==> config.mk <==
export PLATFORM = sky130hd
export DESIGN_NAME = gpio_irq_ctrl
export DESIGN_NICKNAME = d
export VERILOG_FILES = /design/src/rtl/gpio_pkg.sv /design/src/rtl/gpio_sync.sv /design/src/rtl/gpio_detect.sv /design/src/rtl/gpio_bank.sv /design/src/rtl/gpio_irq_ctrl.sv
export SDC_FILE = /design/constraint.sdc
export NUM_CORES = 1
export LEC_CHECK = 0
export BUFFER_PORTS_ARGS = -buffer_cell sky130_fd_sc_hd__buf_4
export CORE_UTILIZATION = 59
export CTS_BUF_LIST = sky130_fd_sc_hd__clkbuf_4 sky130_fd_sc_hd__clkbuf_8
export CTS_CLUSTER_SIZE = 10
export DETAILED_ROUTE_END_ITERATION = 10
export HOLD_SLACK_MARGIN = 0.06
export PLACE_DENSITY_LB_ADDON = 0.05
export SYNTH_ARGS = -nofsm -noshare
export SYNTH_HDL_FRONTEND = slang
export SYNTH_HIERARCHICAL = 1
export SYNTH_SLANG_ARGS = --single-unit
==> constraint.sdc <==
create_clock -name clk -period 2.2 [get_ports clk]
set_input_delay 0.11 -clock clk [delete_from_list [all_inputs] [get_ports clk]]
set_output_delay 0.11 -clock clk [all_outputs]
set_load 0.02 [all_outputs]
==> src/rtl/gpio_pkg.sv <==
package gpio_pkg;
  localparam int PINS_PER_BANK = 32;
  localparam int REGS_PER_BANK = 8;
  localparam int WIDTH_FIELD_W = 6;

  // Register index inside a bank; the order is fixed by the address map.
  typedef enum logic [2:0] {
    REG_ODRAIN   = 3'd0,
    REG_OUTVAL   = 3'd1,
    REG_INMODE   = 3'd2,
    REG_POLSEL   = 3'd3,
    REG_ANYEDGE  = 3'd4,
    REG_ENABLE   = 3'd5,
    REG_LEVELSEL = 3'd6,
    REG_EVENT    = 3'd7
  } gpio_reg_e;
endpackage

==> src/rtl/gpio_sync.sv <==
module gpio_sync #(
  parameter int W = 32
) (
  input  logic         clk,
  input  logic         rst_n,
  input  logic [W-1:0] d,
  output logic [W-1:0] q
);
  logic [W-1:0] meta_q;
  logic [W-1:0] stab_q;

  always_ff @(posedge clk or negedge rst_n) begin
    if (!rst_n) begin
      meta_q <= '0;
      stab_q <= '0;
    end else begin
      meta_q <= d;
      stab_q <= meta_q;
    end
  end

  assign q = stab_q;
endmodule

==> src/rtl/gpio_detect.sv <==
module gpio_detect #(
  parameter int          W     = 32,
  parameter logic [31:0] VMASK = '1
) (
  input  logic         clk,
  input  logic         rst_n,
  input  logic [W-1:0] cur,
  input  logic [W-1:0] sel_lvl,
  input  logic [W-1:0] sel_pol,
  input  logic [W-1:0] sel_any,
  output logic [W-1:0] hit
);
  logic [W-1:0] prev_q;
  logic [W-1:0] rise, fall, lvl_hit, edge_hit;

  always_ff @(posedge clk or negedge rst_n) begin
    if (!rst_n) prev_q <= '0;
    else        prev_q <= cur;
  end

  always_comb begin
    rise     = cur & ~prev_q;
    fall     = ~cur & prev_q;
    lvl_hit  = (sel_pol & cur) | (~sel_pol & ~cur);
    edge_hit = (sel_any & (rise | fall)) |
               (~sel_any & ((sel_pol & rise) | (~sel_pol & fall)));
    hit      = VMASK[W-1:0] & ((sel_lvl & lvl_hit) | (~sel_lvl & edge_hit));
  end
endmodule

==> src/rtl/gpio_bank.sv <==
module gpio_bank
  import gpio_pkg::*;
#(
  parameter int BW = 32
) (
  input  logic                     clk,
  input  logic                     rst_n,
  input  logic                     wr_en,
  input  gpio_reg_e                reg_sel,
  input  logic [31:0]              wdata,
  output logic [31:0]              rdata,
  input  logic [PINS_PER_BANK-1:0] pin_in,
  output logic [PINS_PER_BANK-1:0] pin_out,
  output logic [PINS_PER_BANK-1:0] pin_oe,
  output logic                     pend,
  output logic                     any_evt
);
  localparam logic [31:0] VMASK = (BW >= 32) ? 32'hFFFF_FFFF : ((32'd1 << BW) - 32'd1);

  logic [31:0] odrain_q, odrain_d;
  logic [31:0] outval_q, outval_d;
  logic [31:0] inmode_q, inmode_d;
  logic [31:0] polsel_q, polsel_d;
  logic [31:0] anyedge_q, anyedge_d;
  logic [31:0] enable_q, enable_d;
  logic [31:0] levelsel_q, levelsel_d;
  logic [31:0] event_q, event_d;
  logic [31:0] clr_bits;
  logic [31:0] pin_sync;
  logic [31:0] hit;
  logic        cfg_we;

  gpio_sync #(.W(PINS_PER_BANK)) u_sync (
    .clk   (clk),
    .rst_n (rst_n),
    .d     (pin_in),
    .q     (pin_sync)
  );

  gpio_detect #(.W(PINS_PER_BANK), .VMASK(VMASK)) u_detect (
    .clk     (clk),
    .rst_n   (rst_n),
    .cur     (pin_sync),
    .sel_lvl (levelsel_q),
    .sel_pol (polsel_q),
    .sel_any (anyedge_q),
    .hit     (hit)
  );

  assign cfg_we = wr_en && (reg_sel != REG_EVENT);

  always_comb begin
    odrain_d   = odrain_q;
    outval_d   = outval_q;
    inmode_d   = inmode_q;
    polsel_d   = polsel_q;
    anyedge_d  = anyedge_q;
    enable_d   = enable_q;
    levelsel_d = levelsel_q;
    clr_bits   = '0;
    if (wr_en) begin
      case (reg_sel)
        REG_ODRAIN:   odrain_d   = wdata & VMASK;
        REG_OUTVAL:   outval_d   = wdata & VMASK;
        REG_INMODE:   inmode_d   = wdata & VMASK;
        REG_POLSEL:   polsel_d   = wdata & VMASK;
        REG_ANYEDGE:  anyedge_d  = wdata & VMASK;
        REG_ENABLE:   enable_d   = wdata & VMASK;
        REG_LEVELSEL: levelsel_d = wdata & VMASK;
        default:      clr_bits   = wdata;
      endcase
    end
    // A new event takes priority over a simultaneous clear.
    event_d = ((event_q & ~clr_bits) | hit) & VMASK;
  end

  always_ff @(posedge clk or negedge rst_n) begin
    if (!rst_n) begin
      odrain_q   <= '0;
      outval_q   <= '0;
      inmode_q   <= VMASK;
      polsel_q   <= '0;
      anyedge_q  <= '0;
      enable_q   <= '0;
      levelsel_q <= '0;
      event_q    <= '0;
    end else begin
      if (cfg_we) begin
        odrain_q   <= odrain_d;
        outval_q   <= outval_d;
        inmode_q   <= inmode_d;
        polsel_q   <= polsel_d;
        anyedge_q  <= anyedge_d;
        enable_q   <= enable_d;
        levelsel_q <= levelsel_d;
      end
      event_q <= event_d;
    end
  end

  always_comb begin
    case (reg_sel)
      REG_ODRAIN:   rdata = odrain_q;
      REG_OUTVAL:   rdata = ((inmode_q & pin_sync) | (~inmode_q & outval_q)) & VMASK;
      REG_INMODE:   rdata = inmode_q;
      REG_POLSEL:   rdata = polsel_q;
      REG_ANYEDGE:  rdata = anyedge_q;
      REG_ENABLE:   rdata = enable_q;
      REG_LEVELSEL: rdata = levelsel_q;
      default:      rdata = event_q;
    endcase
  end

  assign pin_out = outval_q & ~odrain_q;
  assign pin_oe  = VMASK & ~inmode_q & (~odrain_q | ~outval_q);
  assign pend    = |(event_q & enable_q);
  assign any_evt = |event_q;
endmodule

==> src/rtl/gpio_irq_ctrl.sv <==
module gpio_irq_ctrl
  import gpio_pkg::*;
#(
  parameter int                                NUM_BANKS   = 2,
  parameter logic [NUM_BANKS*WIDTH_FIELD_W-1:0] BANK_WIDTHS = {6'd20, 6'd32},
  localparam int ADDR_W   = $clog2(NUM_BANKS * REGS_PER_BANK),
  localparam int TOT_PINS = NUM_BANKS * PINS_PER_BANK
) (
  input  logic                clk,
  input  logic                rst_n,
  input  logic                wr_en,
  input  logic [ADDR_W-1:0]   addr,
  input  logic [31:0]         wdata,
  output logic [31:0]         rdata,
  input  logic [TOT_PINS-1:0] pin_in,
  output logic [TOT_PINS-1:0] pin_out,
  output logic [TOT_PINS-1:0] pin_oe,
  output logic                irq_o,
  output logic                wake_o
);
  logic [31:0]          bank_rd [NUM_BANKS];
  logic [NUM_BANKS-1:0] bank_pend;
  logic [NUM_BANKS-1:0] bank_evt;
  gpio_reg_e            reg_sel;
  int unsigned          bank_idx;

  assign reg_sel  = gpio_reg_e'(addr[2:0]);
  assign bank_idx = int'(addr >> 3);

  for (genvar b = 0; b < NUM_BANKS; b++) begin : g_bank
    localparam int BW = int'(BANK_WIDTHS[b*WIDTH_FIELD_W +: WIDTH_FIELD_W]);
    logic bank_we;
    assign bank_we = wr_en && (bank_idx == b);

    gpio_bank #(.BW(BW)) u_bank (
      .clk     (clk),
      .rst_n   (rst_n),
      .wr_en   (bank_we),
      .reg_sel (reg_sel),
      .wdata   (wdata),
      .rdata   (bank_rd[b]),
      .pin_in  (pin_in[b*PINS_PER_BANK +: PINS_PER_BANK]),
      .pin_out (pin_out[b*PINS_PER_BANK +: PINS_PER_BANK]),
      .pin_oe  (pin_oe[b*PINS_PER_BANK +: PINS_PER_BANK]),
      .pend    (bank_pend[b]),
      .any_evt (bank_evt[b])
    );
  end

  always_comb begin
    rdata = '0;
    for (int b = 0; b < NUM_BANKS; b++) begin
      if (bank_idx == b) rdata = bank_rd[b];
    end
  end

  assign irq_o  = |bank_pend;
  assign wake_o = |bank_evt;
endmodule

; Yosys cells after proc, flatten, opt, wreduce, memory -nomap -nowiden
; Index checks and enable logic that the tools add are counted.
; W data, S select, Z words.
[word_totals]
reg_bits = 572
elab_cells = 125
out_inout_bits = 162
input_bits = 103
[classes]
n_mux = 7
n_bitwise = 66
n_reduce_logical = 23
n_eq_ne = 7
[op_table]
columns = op, count
row1 = $and A32 B32 Y32, 16
row2 = $not A32 Y32, 9
row3 = $or A32 B32 Y32, 9
row4 = $and A20 B20 Y20, 14
row5 = $pmux W32 S7, 1
row6 = $not A20 Y20, 7
row7 = $or A20 B20 Y20, 7
row8 = $pmux W20 S7, 1
row9 = $mux W32, 4
row10 = $and A20 B32 Y32, 2
row11 = $not A20 Y32, 2
row12 = $reduce_or A64 Y1, 1
row13 = $reduce_or A52 Y1, 1
row14 = $reduce_and A3 Y1, 14
row15 = $logic_not A32 Y1, 1
row16 = $mux W20, 1
row17 = $eq A3 B3 Y1 const B, 3
row18 = $reduce_or A7 Y1, 1
row19 = $eq A3 B2 Y1 const B, 2
row20 = $logic_and A1 B1 Y1, 4
row21 = $eq A3 B1 Y1 const B, 1
row22 = $logic_not A3 Y1, 1
row23 = $ne A3 B3 Y1 const B, 1

; Depth between registers and ports, before layout
[depth]
ltp_word = 9
mapped_depth = 8
ltp_nobuf = 6

; Cells and area by module
; The synthesis kept the hierarchy.
[modules_own_cells]
columns = module, cells_per_inst, seq_area_each_um2, area_per_inst_um2, instances
row1 = gpio_bank at g_bank[0].u_bank, 1039, 6446.2, 12847.3, 1
row2 = gpio_bank at g_bank[1].u_bank, 698, 4028.9, 8177.8, 1
row3 = gpio_sync, 64, 1601.5, 1601.5, 2
row4 = gpio_detect at g_bank[0].u_bank.u_detect, 352, 800.8, 3042.9, 1
row5 = gpio_detect at g_bank[1].u_bank.u_detect, 233, 500.5, 1995.7, 1
row6 = gpio_irq_ctrl, 40, 0.0, 556.8, 1

; Least setup slack after synthesis
; Ideal clock, no wire load.
[synth_timing]
path_type = input to register
start = input port addr[3]
end = register g_bank[0].u_bank.enable_q[10]
stages = 8
setup_time_ps = 125
setup_slack_ps = 472
required_time_ps = 2075
arrival_ps = 1603
n_path_buf = 4
cell_sequence = buf_6 > buf_8 > nor2b_1 > nand2_1 > or3_1 > buf_6 > buf_12 > mux2_4
[synth_via]
elab_chain_len = 4
[synth_rtl]
columns = element, line_no
row1 = start: declaration, gpio_irq_ctrl.sv:12  ; input logic [ADDR_W-1:0] addr,
row2 = $logic_not A32 Y1 (*), gpio_irq_ctrl.sv:33  ; assign bank_we = wr_en && (bank_idx == b);
row3 = $logic_and A1 B1 Y1 (*), gpio_irq_ctrl.sv:33
row4 = via g_bank[0].bank_we, gpio_irq_ctrl.sv:32  ; logic bank_we;
row5 = $logic_and A1 B1 Y1, gpio_bank.sv:50  ; assign cfg_we = wr_en && (reg_sel != REG_EVENT);
row6 = $reduce_and A3 Y1 (no source line) (*), --
row7 = end signal: assignment, gpio_bank.sv:94  ; enable_q <= enable_d;
row8 = end: declaration, gpio_bank.sv:25  ; logic [31:0] enable_q, enable_d;
; The timed path passes the listed nets; every way through them passes the cells marked *.
; A chain may end at the register's enable or synchronous reset.

==> impl_metrics.json <==
{
  "rows": 81,
  "drv_cap": 0,
  "cp-end-kind": "primary output",
  "max_freq_ghz": 0.3744,
  "grt_pass1_vias": 22420,
  "hold_violations": 0,
  "status": "finished with violations",
  "cts_root_buffer": "clkbuf_8",
  "finalSetupViolCount": 34,
  "dr.pass1.iters": 8,
  "post-dp-hpwl_um": 54560,
  "hp-class": "in -> reg",
  "grt_pass1_wl_um": 129500,
  "port_buffers": 228,
  "netlist_area_um2": 29130,
  "max_slew_margin_pct": 53.89,
  "drc": 0,
  "die_area_um2": 50260,
  "cts_tree": "built",
  "numCtsBuffers": 98,
  "post_synth.cell_area_avg_um2": 11.87,
  "cts.sink_count": 572,
  "wl_per_cell_um": 22.73,
  "clk_latency_ns": 0.70,
  "drv_slew": 0,
  "grt_remaining_overflow": 0,
  "grt_usage_pct": 33.78,
  "rsz0062_at_grt": "yes",
  "syn_inst": 2453,
  "post-route-min-period_ns": 2.671,
  "dieWidth_um": 224.2,
  "fin_crit_sh_pct": 121.4,
  "place_area_um2": 32000,
  "worst_pin_slew_ns": 0.6891,
  "initial_core_util_pct": 59.63,
  "routabilityCongestion": 0.9351,
  "drt_wl_total_um": 84240,
  "nets": 3167,
  "cts_buffer_depth": 3,
  "areaGrowthSynthToFinish_pct": 25.41,
  "antenna_found_initial": 1,
  "cp-start-kind": "register",
  "stdcell_count": 3706,
  "yosys_warnings": 6,
  "chipHeight_um": 224.2,
  "power.density_nw_per_um2": 939.7,
  "drive_above_1_share_pct": 36.09,
  "p_leak_nw": 16.84,
  "finalHoldWorstSlack_ns": 0.1099,
  "vias_per_cell": 5.943,
  "design_area_um2": 36530,
  "cp_max_fo": 2,
  "fin_skew_ns": 0.03633,
  "detail-route-antenna-nets": 0,
  "worst-endpoint-required_ns": 2.09,
  "n_antenna_cell": 0,
  "core-area_um2": 48850,
  "dp.cells": 3332,
  "drt-initial-drc-count": 1883,
  "grt_max_degree": 61,
  "dr_total_vias": 22020,
  "ioPinCount": 265,
  "path_clk_slew_ns": 0.06,
  "violations": "setup timing",
  "htree_levels": 3,
  "path_class": "reg -> out",
  "ir_worst_vdd_mv": 0.7495,
  "setup-tns-final_ns": -6.550,
  "worstPathArrival_ns": 2.56,
  "timing.final.ws_setup_ns": -0.4713
}
-- worst paths after layout --
check | start | endpoint | slack (ns) | cells after the start
min in group asynchronous | rst_n | g_bank[1].u_bank/inmode_q[6] | 0.22 | 2
max | g_bank[1].u_bank/inmode_q[13] | rdata[13] | -0.47 | 6
max in group asynchronous | rst_n | g_bank[1].u_bank/inmode_q[11] | 1.55 | 3
min reg2reg | g_bank[1].u_bank/u_sync/meta_q[12] | g_bank[1].u_bank/u_sync/q[12] | 0.33 | 0
min | pin_in[45] | g_bank[1].u_bank/u_sync/meta_q[13] | 0.11 | 2
max reg2reg | g_bank[0].u_bank/u_sync/q[2] | g_bank[0].u_bank/event_q[2] | 0.65 | 6
-- power breakdown --
| group | switching [mW] | internal (mW) |
|---|---|---|
| clock network | 4.38 | 6.64 |
| registers | 1.99 | 12.5 |
| logic | 4.15 | 4.67 |
-- layout by cell type, fill, tap and decap left out, drive strengths merged, types with 53 or more instances in the layout --
master / n
a21oi: 190
nand2: 205
buf: 387
nor2: 63
mux2: 462
inv: 115
nor2b: 57
mux2i: 79
a21o: 53
dfrtp: 520
dlygate4sd3: 136
o21ai: 92
clkbuf: 173
ha: 105
-- final cells by class --
class | count | area [um2]
tap | 664 | 830.8
clock buffer | 173 | 2137
fill | 3336 | 12320
multi-input combinational | 1649 | 13720
clock inverter | 10 | 177.7
inverter | 115 | 434.2
sequential | 572 | 14390
timing repair buffer | 523 | 4842
-- per-stage QoR --
stage | total power [mW] | worst slack [ns] | util (%)
after floorplan | 19.28 | 0.4717 | -
after global placement | 22.18 | 0.07960 | 65.50
after detailed placement | 22.48 | 0.07736 | 65.50
after CTS | 34.24 | -0.5365 | 74.40
after global routing | 35.84 | -0.5374 | 74.78
final | 34.33 | -0.4713 | 74.78
-- layer usage --
| layer | up-vias | wire, um | share of wire, % | global-route usage [%] |
|---|---|---|---|---|
| met3 | 179 | 6182 | 7.3 | 6.689 |
| met4 | 0 | 2736 | 3.2 | 12.46 |
| met5 | - | 0 | 0 | 0 |
| li1 | 9682 | - | - | - |
| met1 | 11200 | 36400 | 43 | 47.37 |
| met2 | 960 | 38920 | 46 | 52.16 |
-- critical path, stage by stage, from the launching register on --
cell	delay, ns
dfstp_2	0.54
mux2_4	0.30
mux2i_1	0.12
nor3_1	0.06
o32a_1	0.41
mux2_4	0.30
buf_6	0.13
-- registers in the layout (all words and copies together) (netlist names) --
register,flops
g_bank.u_bank/anyedge_q,52
g_bank.u_bank/inmode_q,52
g_bank.u_bank/odrain_q,52
g_bank.u_bank/polsel_q,52
g_bank.u_bank/levelsel_q,52
g_bank.u_bank/enable_q,52
g_bank.u_bank/event_q,52
g_bank.u_bank/outval_q,52
g_bank.u_bank/u_detect/prev_q,52
g_bank.u_bank/u_sync/q,52
g_bank.u_bank/u_sync/meta_q,52
-- repair_timing --
action                                  in CTS  in global routing
gates resized for setup                     72                 32
setup buffers                               48                  7
endpoints found under the hold margin      994                  0
pin swaps                                   95                 39
endpoints found under the setup margin      34                 34
hold buffers                               137                  0
(Power assumes the default switching activity.)
